<file path="config.mk">
export PLATFORM = sky130hd
export DESIGN_NAME = sload_top
export DESIGN_NICKNAME = d
export VERILOG_FILES = /design/src/rtl/sload_pkg.sv /design/src/rtl/sload_sync.sv /design/src/rtl/sload_shifter.sv /design/src/rtl/sload_bank.sv /design/src/rtl/sload_top.sv
export SDC_FILE = /design/constraint.sdc
export NUM_CORES = 1
export LEC_CHECK = 0
export CORE_UTILIZATION = 45
export DETAILED_ROUTE_END_ITERATION = 10
export PLACE_DENSITY = 0.7
export SLEW_MARGIN = 25
export SYNTH_ARGS = -nofsm -noshare
export SYNTH_HDL_FRONTEND = slang
export SYNTH_SLANG_ARGS = --single-unit
export TNS_END_PERCENT = 20
</file>
<file path="constraint.sdc">
create_clock -name clk -period 2.9 [get_ports clk]
set_input_delay 0.435 -clock clk [delete_from_list [all_inputs] [get_ports clk]]
set_output_delay 0.435 -clock clk [all_outputs]
set_load 0.01 [all_outputs]
</file>
<file path="src/rtl/sload_pkg.sv">
package sload_pkg;
  localparam int FRAME_W   = 20;
  localparam int ADDR_W    = 3;
  localparam int DATA_W    = FRAME_W - ADDR_W;
  localparam int NUM_LATCH = 6;
  localparam int SYNC_STG  = 2;

  typedef logic [DATA_W-1:0]  word_t;
  typedef logic [FRAME_W-1:0] frame_t;

  // index of each holding word (address = index + 1)
  typedef enum int {
    IDX_S1_MAIN = 0,
    IDX_S1_REF  = 1,
    IDX_S2_MAIN = 2,
    IDX_S2_REF  = 3,
    IDX_CTRL    = 4,
    IDX_PWR     = 5
  } latch_idx_e;

  localparam word_t CTRL_PRESET = 17'h00FFF;
  localparam word_t PWR_PRESET  = 17'h00004;

  function automatic logic [ADDR_W-1:0] frame_addr(input frame_t f);
    return f[ADDR_W-1:0];
  endfunction

  function automatic word_t frame_data(input frame_t f);
    return f[FRAME_W-1:ADDR_W];
  endfunction

  function automatic frame_t frame_push(input frame_t f, input logic b);
    return {f[FRAME_W-2:0], b};
  endfunction

  function automatic logic [NUM_LATCH-1:0] addr_to_sel(input logic [ADDR_W-1:0] a);
    logic [NUM_LATCH-1:0] sel;
    sel = '0;
    for (int i = 0; i < NUM_LATCH; i++) begin
      if (a == ADDR_W'(i + 1)) sel[i] = 1'b1;
    end
    return sel;
  endfunction

  function automatic word_t preset_of(input int idx);
    case (idx)
      IDX_CTRL: return CTRL_PRESET;
      IDX_PWR:  return PWR_PRESET;
      default:  return '0;
    endcase
  endfunction
endpackage

</file>
<file path="src/rtl/sload_sync.sv">
module sload_sync #(
  parameter int W      = 3,
  parameter int STAGES = 2
) (
  input  logic         clk,
  input  logic         rst_n,
  input  logic [W-1:0] async_i,
  output logic [W-1:0] level_o,
  output logic [W-1:0] rise_o,
  output logic [W-1:0] fall_o
);
  logic [W-1:0] stg [STAGES];
  logic [W-1:0] prev_q;

  generate
    for (genvar s = 0; s < STAGES; s++) begin : g_stage
      if (s == 0) begin : g_first
        always_ff @(posedge clk or negedge rst_n) begin
          if (!rst_n) stg[0] <= '0;
          else        stg[0] <= async_i;
        end
      end else begin : g_next
        always_ff @(posedge clk or negedge rst_n) begin
          if (!rst_n) stg[s] <= '0;
          else        stg[s] <= stg[s-1];
        end
      end
    end
  endgenerate

  always_ff @(posedge clk or negedge rst_n) begin
    if (!rst_n) prev_q <= '0;
    else        prev_q <= stg[STAGES-1];
  end

  assign level_o = stg[STAGES-1];
  assign rise_o  = stg[STAGES-1] & ~prev_q;
  assign fall_o  = ~stg[STAGES-1] & prev_q;
endmodule

</file>
<file path="src/rtl/sload_shifter.sv">
module sload_shifter
  import sload_pkg::*;
(
  input  logic   clk,
  input  logic   rst_n,
  input  logic   shift_i,
  input  logic   bit_i,
  output frame_t frame_o
);
  frame_t sr_q;

  always_ff @(posedge clk or negedge rst_n) begin
    if (!rst_n)       sr_q <= '0;
    else if (shift_i) sr_q <= frame_push(sr_q, bit_i);
  end

  assign frame_o = sr_q;
endmodule

</file>
<file path="src/rtl/sload_bank.sv">
module sload_bank
  import sload_pkg::*;
(
  input  logic                        clk,
  input  logic                        rst_n,
  input  logic [NUM_LATCH-1:0]        we_i,
  input  word_t                       d_i,
  output logic [NUM_LATCH*DATA_W-1:0] q_o
);
  generate
    for (genvar i = 0; i < NUM_LATCH; i++) begin : g_word
      localparam word_t RST_VAL = preset_of(i);
      word_t q;
      always_ff @(posedge clk or negedge rst_n) begin
        if (!rst_n)     q <= RST_VAL;
        else if (we_i[i]) q <= d_i;
      end
      assign q_o[i*DATA_W +: DATA_W] = q;
    end
  endgenerate
endmodule

</file>
<file path="src/rtl/sload_top.sv">
module sload_top
  import sload_pkg::*;
(
  input  logic        clk,
  input  logic        rst_n,
  input  logic        ser_clk_i,
  input  logic        ser_dat_i,
  input  logic        ser_en_i,
  output logic [16:0] syn1_main_o,
  output logic [16:0] syn1_ref_o,
  output logic [16:0] syn2_main_o,
  output logic [16:0] syn2_ref_o,
  output logic [16:0] ctrl_o,
  output logic [16:0] pwr_o
);
  localparam int B_DAT = 0;
  localparam int B_CLK = 1;
  localparam int B_EN  = 2;

  logic [2:0] lvl, rise, fall;

  // named internal events
  logic                        shift_evt;
  logic                        commit_evt;
  logic                        en_lvl;
  logic                        dat_lvl;
  frame_t                      frame;
  logic [NUM_LATCH-1:0]        latch_we;
  logic [NUM_LATCH*DATA_W-1:0] qcat;

  sload_sync #(.W(3), .STAGES(SYNC_STG)) u_sync (
    .clk     (clk),
    .rst_n   (rst_n),
    .async_i ({ser_en_i, ser_clk_i, ser_dat_i}),
    .level_o (lvl),
    .rise_o  (rise),
    .fall_o  (fall)
  );

  assign en_lvl     = lvl[B_EN];
  assign dat_lvl    = lvl[B_DAT];
  assign shift_evt  = rise[B_CLK] & en_lvl;
  assign commit_evt = fall[B_EN];

  sload_shifter u_shift (
    .clk     (clk),
    .rst_n   (rst_n),
    .shift_i (shift_evt),
    .bit_i   (dat_lvl),
    .frame_o (frame)
  );

  assign latch_we = commit_evt ? addr_to_sel(frame_addr(frame)) : '0;

  sload_bank u_bank (
    .clk   (clk),
    .rst_n (rst_n),
    .we_i  (latch_we),
    .d_i   (frame_data(frame)),
    .q_o   (qcat)
  );

  assign syn1_main_o = qcat[IDX_S1_MAIN*DATA_W +: DATA_W];
  assign syn1_ref_o  = qcat[IDX_S1_REF*DATA_W  +: DATA_W];
  assign syn2_main_o = qcat[IDX_S2_MAIN*DATA_W +: DATA_W];
  assign syn2_ref_o  = qcat[IDX_S2_REF*DATA_W  +: DATA_W];
  assign ctrl_o      = qcat[IDX_CTRL*DATA_W    +: DATA_W];
  assign pwr_o       = qcat[IDX_PWR*DATA_W     +: DATA_W];
endmodule

</file>
-- After elaboration in Yosys (flattened, before gate mapping)
Cells that the tools add are included.
- register bits: 131
- logic and storage cells: 28
- output and inout port bits: 102
- bitwise operators: 5
- mux-type cells: 7
- eq/ne operators: 6
- operators by type and width (kind ; count):
    == test 3 bit, second input constant ; 3
    == test 3 x 2 -> 1 bit, second input constant ; 2
    2-to-1 mux 1 bit ; 6
    2-to-1 mux 6 bit ; 1
    bitwise AND 3 bit ; 1
    == test 3 x 1 -> 1 bit, second input constant ; 1
    NOT 3 bit ; 1
    bitwise AND 2 bit ; 1
    NOT 2 bit ; 1
    bitwise AND 1 bit ; 1

-- Logic depth before layout (Yosys ltp)
Gate-level depths: netlist of the first run.
- word-level depth: 3
- depth in mapped cells: 5
- gate-level depth less buffers: 3

-- Modules after synthesis
From an unflattened synthesis of the first run, not the netlist that was laid out.
- cell total of the unflattened synthesis: 283
- area, all modules: 5330.1 µm²
- by module, submodules not included (module ; area each (µm²) ; cells each ; sequential area each (µm²) ; times used):
    sload_bank ; 4130.2 ; 216 ; 2568.7 ; 1
    sload_shifter ; 823.3 ; 42 ; 500.5 ; 1
    sload_sync ; 300.3 ; 18 ; 225.2 ; 1
    sload_top ; 76.3 ; 7 ; 0.0 ; 1

-- Worst setup path after synthesis of the first run
OpenSTA, ideal clock, no wires.
- path kind: register to register
- start: register u_shift.sr_q[2] (netlist: u_shift.frame_o[2])
- end: register u_bank.g_word[2].q[10]
- period minus slack after synthesis: 1.624 ns
- cell stages (with the launch flop): 6
- arrival time: 1.500 ns
- path slack: 1.276 ns
- cell sequence: dfrtp_1 -> nor3b_2 -> and3_1 -> buf_4 -> buf_4 -> mux2_2
- longest elaborated chain between the ends: 3
- RTL lines (what ; RTL line ; RTL):
    from (decl) ; sload_shifter.sv:10 ; frame_t sr_q;
    from (signal assigned) ; sload_shifter.sv:14 ; else if (shift_i) sr_q <= frame_push(sr_q, bit_i);
    == test 3 x 2 -> 1 bit ; sload_pkg.sv:40 ; if (a == ADDR_W'(i + 1)) sel[i] = 1'b1;
    2-to-1 mux 1 bit ; sload_pkg.sv:40 ;
    2-to-1 mux 6 bit ; sload_top.sv:53 ; assign latch_we = commit_evt ? addr_to_sel(frame_addr(frame)) : '0;
    to (signal assigned) ; sload_bank.sv:16 ; else if (we_i[i]) q <= d_i;
    to (decl) ; sload_bank.sv:13 ; word_t q;
No other way between the ends.
A chain may end at the register's enable or synchronous reset.

-- Worst setup path after layout of the first run
- start: register u_bank.g_word[4].q[7]
- end: output port ctrl_o[7]
- RTL lines (what ; RTL line ; RTL):
    from (decl) ; sload_bank.sv:13 ;
    from (signal assigned) ; sload_bank.sv:16 ;
    to (decl) ; sload_top.sv:13 ; output logic [16:0] ctrl_o,
No word-level cell between the ends.

==> results.txt, run 1 <==
Status: completed
Total global routing overflow: 0
P&R area growth vs syn: 36.0%
Leakage power: 3.13 nW
Clk Latency, worst-skew pair: 0.51 ns
Final Util: 63.8%
Total GRT Usage: 19.8%
#FFs+latches synth: 130
N_diodes: 0
Hold Fails Final Rpt: 0
Largest fanout on the critical path: 2
Mapped Avg Cell Area: 17.9 sq um
Area leader, netlist: dfrtp_1
Post-Synth Simple-Gate Area: 2.31%
CTS tree: yes
Final ANT Viol Nets: 0
Buf/Inv on CP: 1
Share of layout cells above drive strength 1: 43.7%
Reg-to-Reg Start: u_shift.frame_o[2]
Post-Synthesis Cells: 273
Crit-path max cell delay: 0.55 ns
Largest family of logic cells by synthesized area: multiplexers
RSZ-0062 raised after global routing: no
Critical path arrival: 1.60 ns
Final setup fails: 0
Placed insts: 508
Syn nets: 278
Vias in the first global route: 3048
DRT Pass-1 Iters: 3
Max-slew violations: 0
Clock skew: 0.00704 ns
Port-buffer cells: 106
Initial antenna violation count: 0
Min-delay src: u_sync.stg[5]
Worst-path clk slew: 0.06 ns
WL per Instance: 18.3 microns
Worst path slowest cell: dfstp_2
CTS buffer count: 17
Hold Crit Class: reg2reg
Pwr dens: 739 nW/um^2
Area contributors post-synth: dfrtp_1, mux2_2, dfstp_2
Fill cells: 775
Layout Nets: 397
Via count: 2763
Fin cells: 541
Max clock buf depth: 2
Fin Setup TNS: 0 ns
# Max-Cap Violations: 0
CP Cell Sequence: clkdlybuf4s50_1
Cell family with most CP delay: flip-flops
Root buf cell: clkbuf_8
CTS Sinks: 130
Starting DRT DRC Count: 87
FMAX: 0.491 GHz
Mapped Area: 4880 sq um
Share of the yosys chip area belonging to registers: 67.0%
Routability cong.: 0.742
Top Ports: 107
XOR/XNOR share of the synthesized area: 0%
Most common cell after layout, fill and taps aside: dfrtp_1
Chip height: 106 microns
First-pass GRT wire length: 16.5 mm
CP Launch Type: flip-flop
Placement row count: 37
Crit. Startpoint: u_bank.g_word[4].q[7]
Largest net degree at the start of global routing: 67
CP endpoint kind: output port
Synth warn: 0
Fin crit share: 70.2%
Dpl hpwl: 6.60 mm
Via density: 5.11
Distinct cell type count after synthesis: 16
Post-synthesis compound-gate area fraction: 0%
Crit path required time: 2.47 ns
Relative slew slack: 30.5%
Maximum VDD drop: 0.000512 V
Post-Synth Adder-Cell Area: 0%
Initial Utilization: 46.9%
Residual DRC: 0
Die Area: 11300 sq um
WL final: 9.90 mm
Die Wd: 106 microns
Synth top area share: 60.0%
Crit path time final: 2.04 ns
Power Total: 0.00491 W
Slew of the pin with the lowest slew margin: 1.04 ns
Mux contribution to synthesized area: 28.9%
CORE AREA: 10400 sq um
H-tree depth: 4
Commonest non-fill, non-tap cells in the layout: dfrtp_1, mux2_2, clkdlybuf4s50_1, clkbuf_16, dfstp_2
Crit path kind: reg2out
## registers in the layout, summed over array words and instances, names as in the netlist
signal and count:
u_bank.g_word.q 102, u_shift.frame_o 20, u_sync.level_o 3, u_sync.prev_q 2
u_sync.stg 3
## stage by stage
stage	instance area (sq um)	hold WS, ns	worst slack, ns
after floorplan	4880	0.139	1.28
after global placement	6080	0.333	0.979
after detailed placement	6080	0.343	0.897
after CTS	6640	0.350	0.846
after global routing	6640	0.358	0.805
final	6640	0.349	0.863
## metal layers
| metal | wire [microns] | track usage [%] | up-vias |
|---|---|---|---|
| li1 | - | - | 1216 |
| met1 | 4130 | 24.1 | 1461 |
| met4 | 194 | 8.43 | 0 |
| met2 | 5130 | 32.8 | 67 |
| met5 | 0 | 0 | - |
| met3 | 444 | 5.95 | 19 |
## worst paths after layout
check,end,slack (ns),cells after the start
max,ctrl_o[7],0.86,1
min,u_sync.level_o[2],0.35,0
max reg2reg,u_bank.g_word[2].q[15],0.91,3
min reg2reg,u_sync.level_o[2],0.35,0
max in group asynchronous,u_bank.g_word[4].q[8],1.69,3
min in group asynchronous,u_bank.g_word[0].q[1],0.47,2
## timing repair
item	CTS	global route
resized for setup	0	0
hold buffers	1	0
setup buffers	0	0
hold endpoints to repair	56	0
## logic make-up after synthesis
kind of cell / Yosys count
buffers and inverters: 12
muxes: 122
DFF: 130
and+or+nand+nor: 9
## report_power, final
| part | total (W) | switching (W) | leakage (nW) | internal, W |
|---|---|---|---|---|
| sequential | 0.00224 | 0.000193 | 1.73 | 0.00204 |
| combinational | 0.000734 | 0.000278 | 1.16 | 0.000456 |
| clock | 0.00194 | 0.000754 | 0.253 | 0.00118 |
## synth_stat cells
library cell and instances:
dfrtp_1 117, mux2_2 112, dfstp_2 13, mux2_4 10
buf_2 4, buf_4 4, clkbuf_1 2, nand3b_2 2
nor3b_4 2, and3_1 1, buf_12 1, buf_6 1
nand3b_1 1, nand3b_4 1, nor3b_2 1, or3_1 1
## final cells by class
cell class                      count  area [sq um]  area share, %
Clock buffer                       21           449           6.76
Clock inverter                     11           106           1.60
Multi-Input combinational cell    131          1520           22.9
Sequential cell                   130          3270           49.2
Tap cell                          136           170           2.56
Timing Repair Buffer              112          1120           16.9
Note: power is estimated with default switching activity, not from simulation.
==> run 2, diff against run 1 <==
Clock period 2.9 ns to 2.1 ns, I/O delays scaled along.
==> results.txt, run 2 (synthesized netlist as in run 1, its figures left out) <==
CP Launch Type: flip-flop
CP Cell Sequence: clkdlybuf4s50_1
Residual DRC: 0 (unchanged)
Relative slew slack: 67.4% (+37 points)
Critical path arrival: 1.58 ns (-0.02 ns)
Most common cell after layout, fill and taps aside: dfrtp_1
Min-delay src: ser_dat_i
FMAX: 0.527 GHz
Register-to-Register Path Depth: 4 (+1)
Initial Utilization: 46.9% (unchanged)
Maximum VDD drop: 0.000600 V (+17%)
Fin crit share: 90.3%
Dpl hpwl: 6.80 mm (+3.1%)
Comb power frac: 14.7% (-0.3 points)
Sw frac: 23.9% (-1.1 points)
Cell family with most CP delay: buffers and inverters
P&R area growth vs syn: 38.2%
Worst path slowest cell: clkdlybuf4s50_1
Via density: 5.03 (-1.5%)
Crit path required time: 1.78 ns (-0.69 ns)
Reg-to-Reg Start: u_sync.level_o[2]
R2r endpoint: u_bank.g_word[3].q[13]
Largest fanout on the critical path: 2 (unchanged)
Hold Fails Final Rpt: 0 (unchanged)
P_int: 0.00530 W (+44%)
DRT Pass-1 Iters: 3 (unchanged)
Largest net degree at the start of global routing: 53 (-21%)
Max clock buf depth: 2 (unchanged)
Slew of the pin with the lowest slew margin: 0.489 ns (-0.554 ns)
N_diodes: 0 (unchanged)
Commonest non-fill, non-tap cells in the layout: dfrtp_1, mux2_2, clkdlybuf4s50_1, clkbuf_16, dfstp_2
Largest register FFs: 102 (unchanged)
Clk Latency, worst-skew pair: 0.50 ns (about the same)
Initial antenna violation count: 0 (unchanged)
Clock Power Share: 40.9% (+1.4 points)
Hold Path Depth: 1 (+1)
Root buf cell: clkbuf_8
Fin Setup TNS: 0 ns (unchanged)
Pwr dens: 1030 nW/um^2 (+40%)
CORE AREA: 10400 sq um (unchanged)
Die Wd: 106 microns (unchanged)
Final setup fails: 0 (unchanged)
Hold-fix buffers at CTS: 1 (unchanged)
Sequential share of power: 44.4% (-1.2 points)
Buf/Inv on CP: 1 (unchanged)
Post-CTS Setup Inserts: 0 (unchanged)
Leakage power: 3.21 nW (+2.5%)
Hold Crit Class: in2reg
Crit-path max cell delay: 0.57 ns (+0.02 ns)
WL final: 9.92 mm (+0.15%)
Switching pwr: 0.00166 W (+36%)
CTS buffer count: 17 (unchanged)
CTS tree: yes
R2r setup slk: 0.38 ns (-0.53 ns)
# Max-Cap Violations: 0 (unchanged)
Top Ports: 107 (unchanged)
Placement row count: 37 (unchanged)
CP endpoint kind: output port
RSZ-0062 raised after global routing: no
Share of layout cells above drive strength 1: 45.0% (+1.3 points)
Chip height: 106 microns (unchanged)
WL per Instance: 18.1 microns (-1.3%)
Worst-path clk slew: 0.06 ns (about the same)
Layout Cell Area excl Fill: 6750 sq um (+1.6%)
Port-buffer cells: 106 (unchanged)
Final ANT Viol Nets: 0 (unchanged)
Vias in the first global route: 2965 (-2.7%)
Die Area: 11300 sq um (unchanged)
Placed insts: 516 (+1.6%)
Routability cong.: 0.699 (-5.9%)
Max-slew violations: 0 (unchanged)
Layout Nets: 405 (+2.0%)
Status: completed
CTS Sinks: 130 (unchanged)
Hold endpoint: u_sync.stg[3]
H-tree depth: 4 (unchanged)
Crit path kind: reg2out
Total GRT Usage: 19.2% (-0.62 points)
Total global routing overflow: 0 (unchanged)
Fin cells: 549 (+1.5%)
Clock skew: 0.00825 ns (+0.00121 ns)
Post-DP Area: 6150 sq um (+1.2%)
Largest reg by FF count: u_bank.g_word.q
Starting DRT DRC Count: 83 (-4.6%)
Post-CTS sizing: 0 (unchanged)
First-pass GRT wire length: 16.0 mm (-3.2%)
Via count: 2762 (-0.036%)
Crit path time final: 1.90 ns
-- run 2: per-layer routing --
metal  vias up  share of wire, %  GRT usage, %
met5         -                 0             0
met2        52                52          32.1
met4         0              0.63          5.36
li1       1238                 -             -
met1      1466                44          24.3
met3         6               3.1          5.70
-- run 2: area by class of cell --
type / count / area (sq um)
clock buffers: 23 / 487
clock inverters: 9 / 103
fillers: 777 / 3670
multi-input cells: 131 / 1520
flip-flops and latches: 130 / 3270
well taps: 136 / 170
repair buffers: 120 / 1190
-- run 2: per-stage QoR --
| stage | hold WS (ns) | setup WS [ns] | power (W) | utilization, % |
|---|---|---|---|---|
| after floorplan | 0.0194 | 0.476 | 0.00355 | - |
| after global placement | 0.282 | 0.435 | 0.00414 | 59.0 |
| after detailed placement | 0.294 | 0.401 | 0.00417 | 59.0 |
| after CTS | 0.235 | 0.170 | 0.00705 | 64.8 |
| after global routing | 0.226 | 0.150 | 0.00725 | 64.8 |
| final | 0.262 | 0.204 | 0.00697 | 64.8 |
-- run 2: worst max-delay path by stage --
| stage | startpoint | endpoint | slack (ns) | cells after the start |
|---|---|---|---|---|
| 3_3_place_gp | u_sync.level_o[2] | u_bank.g_word[3].q[14] | 0.43 | 4 |
| 2_1_floorplan | u_shift.frame_o[2] | u_bank.g_word[2].q[10] | 0.48 | 5 |
| 6_report | u_bank.g_word[4].q[6] | ctrl_o[6] | 0.20 | 1 |
| 5_1_grt | u_bank.g_word[4].q[6] | ctrl_o[6] | 0.15 | 1 |
| 3_5_place_dp | u_sync.level_o[2] | u_bank.g_word[3].q[13] | 0.40 | 4 |
| 4_1_cts | u_bank.g_word[4].q[6] | ctrl_o[6] | 0.17 | 1 |
-- run 2: power groups by stage --
stage | combinational, W | sequential [W] | clock [W]
2_1_floorplan | 0.000411 | 0.00314 | 0
4_1_cts | 0.00104 | 0.00310 | 0.00291
5_1_grt | 0.00109 | 0.00315 | 0.00301
3_5_place_dp | 0.00103 | 0.00314 | 0
6_report | 0.00102 | 0.00310 | 0.00285
3_3_place_gp | 0.00102 | 0.00313 | 0
==> run 3, diff against run 2 <==
Settings changed: PLACE_DENSITY 0.7 to 0.8.
==> results.txt, run 3 (synthesized netlist as in run 1, its figures left out) <==
Root buf cell: clkbuf_8
Clock skew: 0.00843 ns (+0.000180 ns)
Slew of the pin with the lowest slew margin: 0.440 ns (-0.0490 ns)
Sw frac: 25.0% (+1.2 points)
WL per Instance: 18.7 microns (+3.3%)
N_diodes: 0 (unchanged)
Crit path time final: 1.91 ns (+0.0125 ns)
Fill cells: 746 (-4.0%)
Placement row count: 37 (unchanged)
First-pass GRT wire length: 16.8 mm (+4.7%)
Largest fanout on the critical path: 2 (unchanged)
Final setup fails: 0 (unchanged)
Status: completed
Multi-input logic area: 1520 sq um (unchanged)
Largest reg by FF count: u_bank.g_word.q
Crit path depth: 1 (unchanged)
Register-to-Register Path Depth: 4 (unchanged)
Final Util: 64.2% (-0.55 points)
Sequential share of power: 46.1% (+1.7 points)
Via density: 5.07 (+0.68%)
Worst path slowest cell: clkdlybuf4s50_1
Crit path kind: reg2out
Port-buffer cells: 106 (unchanged)
Total GRT Usage: 20.2% (+0.95 points)
Buf/Inv on CP: 1 (unchanged)
Switching pwr: 0.00169 W (+1.3%)
Residual DRC: 0 (unchanged)
CP Launch Type: flip-flop
Post-DP Area: 6150 sq um (+0.10%)
Vias in the first global route: 2969 (+0.13%)
CTS buffer count: 17 (unchanged)
Worst-path clk slew: 0.05 ns (about the same)
Crit-path max cell delay: 0.56 ns (about the same)
Critical path arrival: 1.59 ns (about the same)
Initial Utilization: 46.9% (unchanged)
Sequential Area: 3270 sq um (unchanged)
CP endpoint kind: output port
RSZ-0062 raised after global routing: no
Commonest non-fill, non-tap cells in the layout: dfrtp_1, mux2_2, clkdlybuf4s50_1, clkbuf_16, buf_4
Metal3 WL: 290 microns (-5.5%)
Power Total: 0.00673 W (-3.5%)
Pre-CTS WS: 0.413 ns (+0.0126 ns)
P&R area growth vs syn: 37.0%
Die Wd: 106 microns (unchanged)
Largest net degree at the start of global routing: 44 (-17%)
P_int: 0.00504 W (-4.9%)
Share of layout cells above drive strength 1: 45.1% (about the same)
Largest register FFs: 102 (unchanged)
Pwr dens: 1010 nW/um^2 (-2.6%)
Met2 routed WL: 5.43 mm (+5.1%)
Clk Latency, worst-skew pair: 0.51 ns (about the same)
Cell family with most CP delay: buffers and inverters
DRT Pass-1 Iters: 4 (+1)
Hold Fails Final Rpt: 0 (unchanged)
Die Area: 11300 sq um (unchanged)
# Max-Cap Violations: 0 (unchanged)
Clock Power Share: 38.5% (-2.4 points)
CP Cell Sequence: clkdlybuf4s50_1
Via count: 2791 (+1.0%)
H-tree depth: 4 (unchanged)
Maximum VDD drop: 0.000802 V (+34%)
Hold Path Depth: 1 (unchanged)
Final ANT Viol Nets: 0 (unchanged)
Layout Nets: 408 (+0.74%)
Hold Crit Class: in2reg
Fin crit share: 90.9% (+0.60 points)
Top Layer Used: met4
Wire length on met1: 4.42 mm (+0.98%)
Leakage power: 3.19 nW (-0.84%)
Total global routing overflow: 0 (unchanged)
CTS Sinks: 130 (unchanged)
Starting DRT DRC Count: 122 (+47%)
CTS tree: yes
Fin Setup TNS: 0 ns (unchanged)
Initial antenna violation count: 0 (unchanged)
Top Ports: 107 (unchanged)
Layout Cell Area excl Fill: 6690 sq um (-0.85%)
Crit path required time: 1.78 ns (about the same)
Max clock buf depth: 2 (unchanged)
Chip height: 106 microns (unchanged)
Most common cell after layout, fill and taps aside: dfrtp_1
FMAX: 0.524 GHz (-0.66%)
Routability cong.: 0.729 (+4.4%)
Comb power frac: 15.4% (+0.7 points)
Setup WS post-layout: 0.192 ns (-0.0125 ns)
Max-slew violations: 0 (unchanged)
Relative slew slack: 70.6% (+3.3 points)
WL final: 10.3 mm (+3.7%)
Dpl hpwl: 6.98 mm (+2.6%)
CORE AREA: 10400 sq um (unchanged)
[run 3: path summary, 6_finish.rpt]
| check | start | endpoint | slack, ns |
|---|---|---|---|
| max | u_bank.g_word[4].q[7] | ctrl_o[7] | 0.19 |
| min | ser_clk_i | u_sync.stg[4] | 0.24 |
| max reg2reg | u_shift.frame_o[2] | u_bank.g_word[2].q[6] | 0.41 |
| min reg2reg | u_sync.stg[5] | u_sync.level_o[2] | 0.34 |
| max in group asynchronous | rst_n | u_bank.g_word[4].q[4] | 1.07 |
| min in group asynchronous | rst_n | u_bank.g_word[2].q[2] | 0.28 |
[run 3: power by group through the flow]
stage | Clock (W) | Combinational, W | Sequential [W]
floorplan | 0 | 0.000411 | 0.00314
global placement | 0 | 0.00102 | 0.00311
detailed placement | 0 | 0.00105 | 0.00313
CTS | 0.00265 | 0.00105 | 0.00310
global route | 0.00276 | 0.00110 | 0.00314
finish | 0.00259 | 0.00104 | 0.00310
[run 3: metrics by stage]
stage               hold WS [ns]  instances
floorplan                 0.0194        273
finish                     0.243        551
detailed placement         0.286        519
global route               0.237        551
CTS                        0.218        551
global placement           0.284        519
[run 3: cell type report]
type | instances | area share [%]
clock buffers | 20 | 6.51
multi-input cells | 131 | 22.8
clock inverters | 11 | 1.35
flip-flops and latches | 130 | 48.9
repair buffers | 123 | 18.0
well taps | 136 | 2.54
[run 3: repair_timing]
| item | CTS | global route |
|---|---|---|
| hold endpoints to repair | 27 | 0 |
| gates resized for setup | 0 | 0 |
| hold buffers | 1 | 0 |
| buffers inserted | 0 | 0 |
[run 3: routing by layer]
metal | GRT usage (%) | vias up
li1 | - | 1226
met1 | 25.0 | 1494
met2 | 33.8 | 59
met3 | 5.33 | 12
met4 | 7.84 | 0
met5 | 0 | -
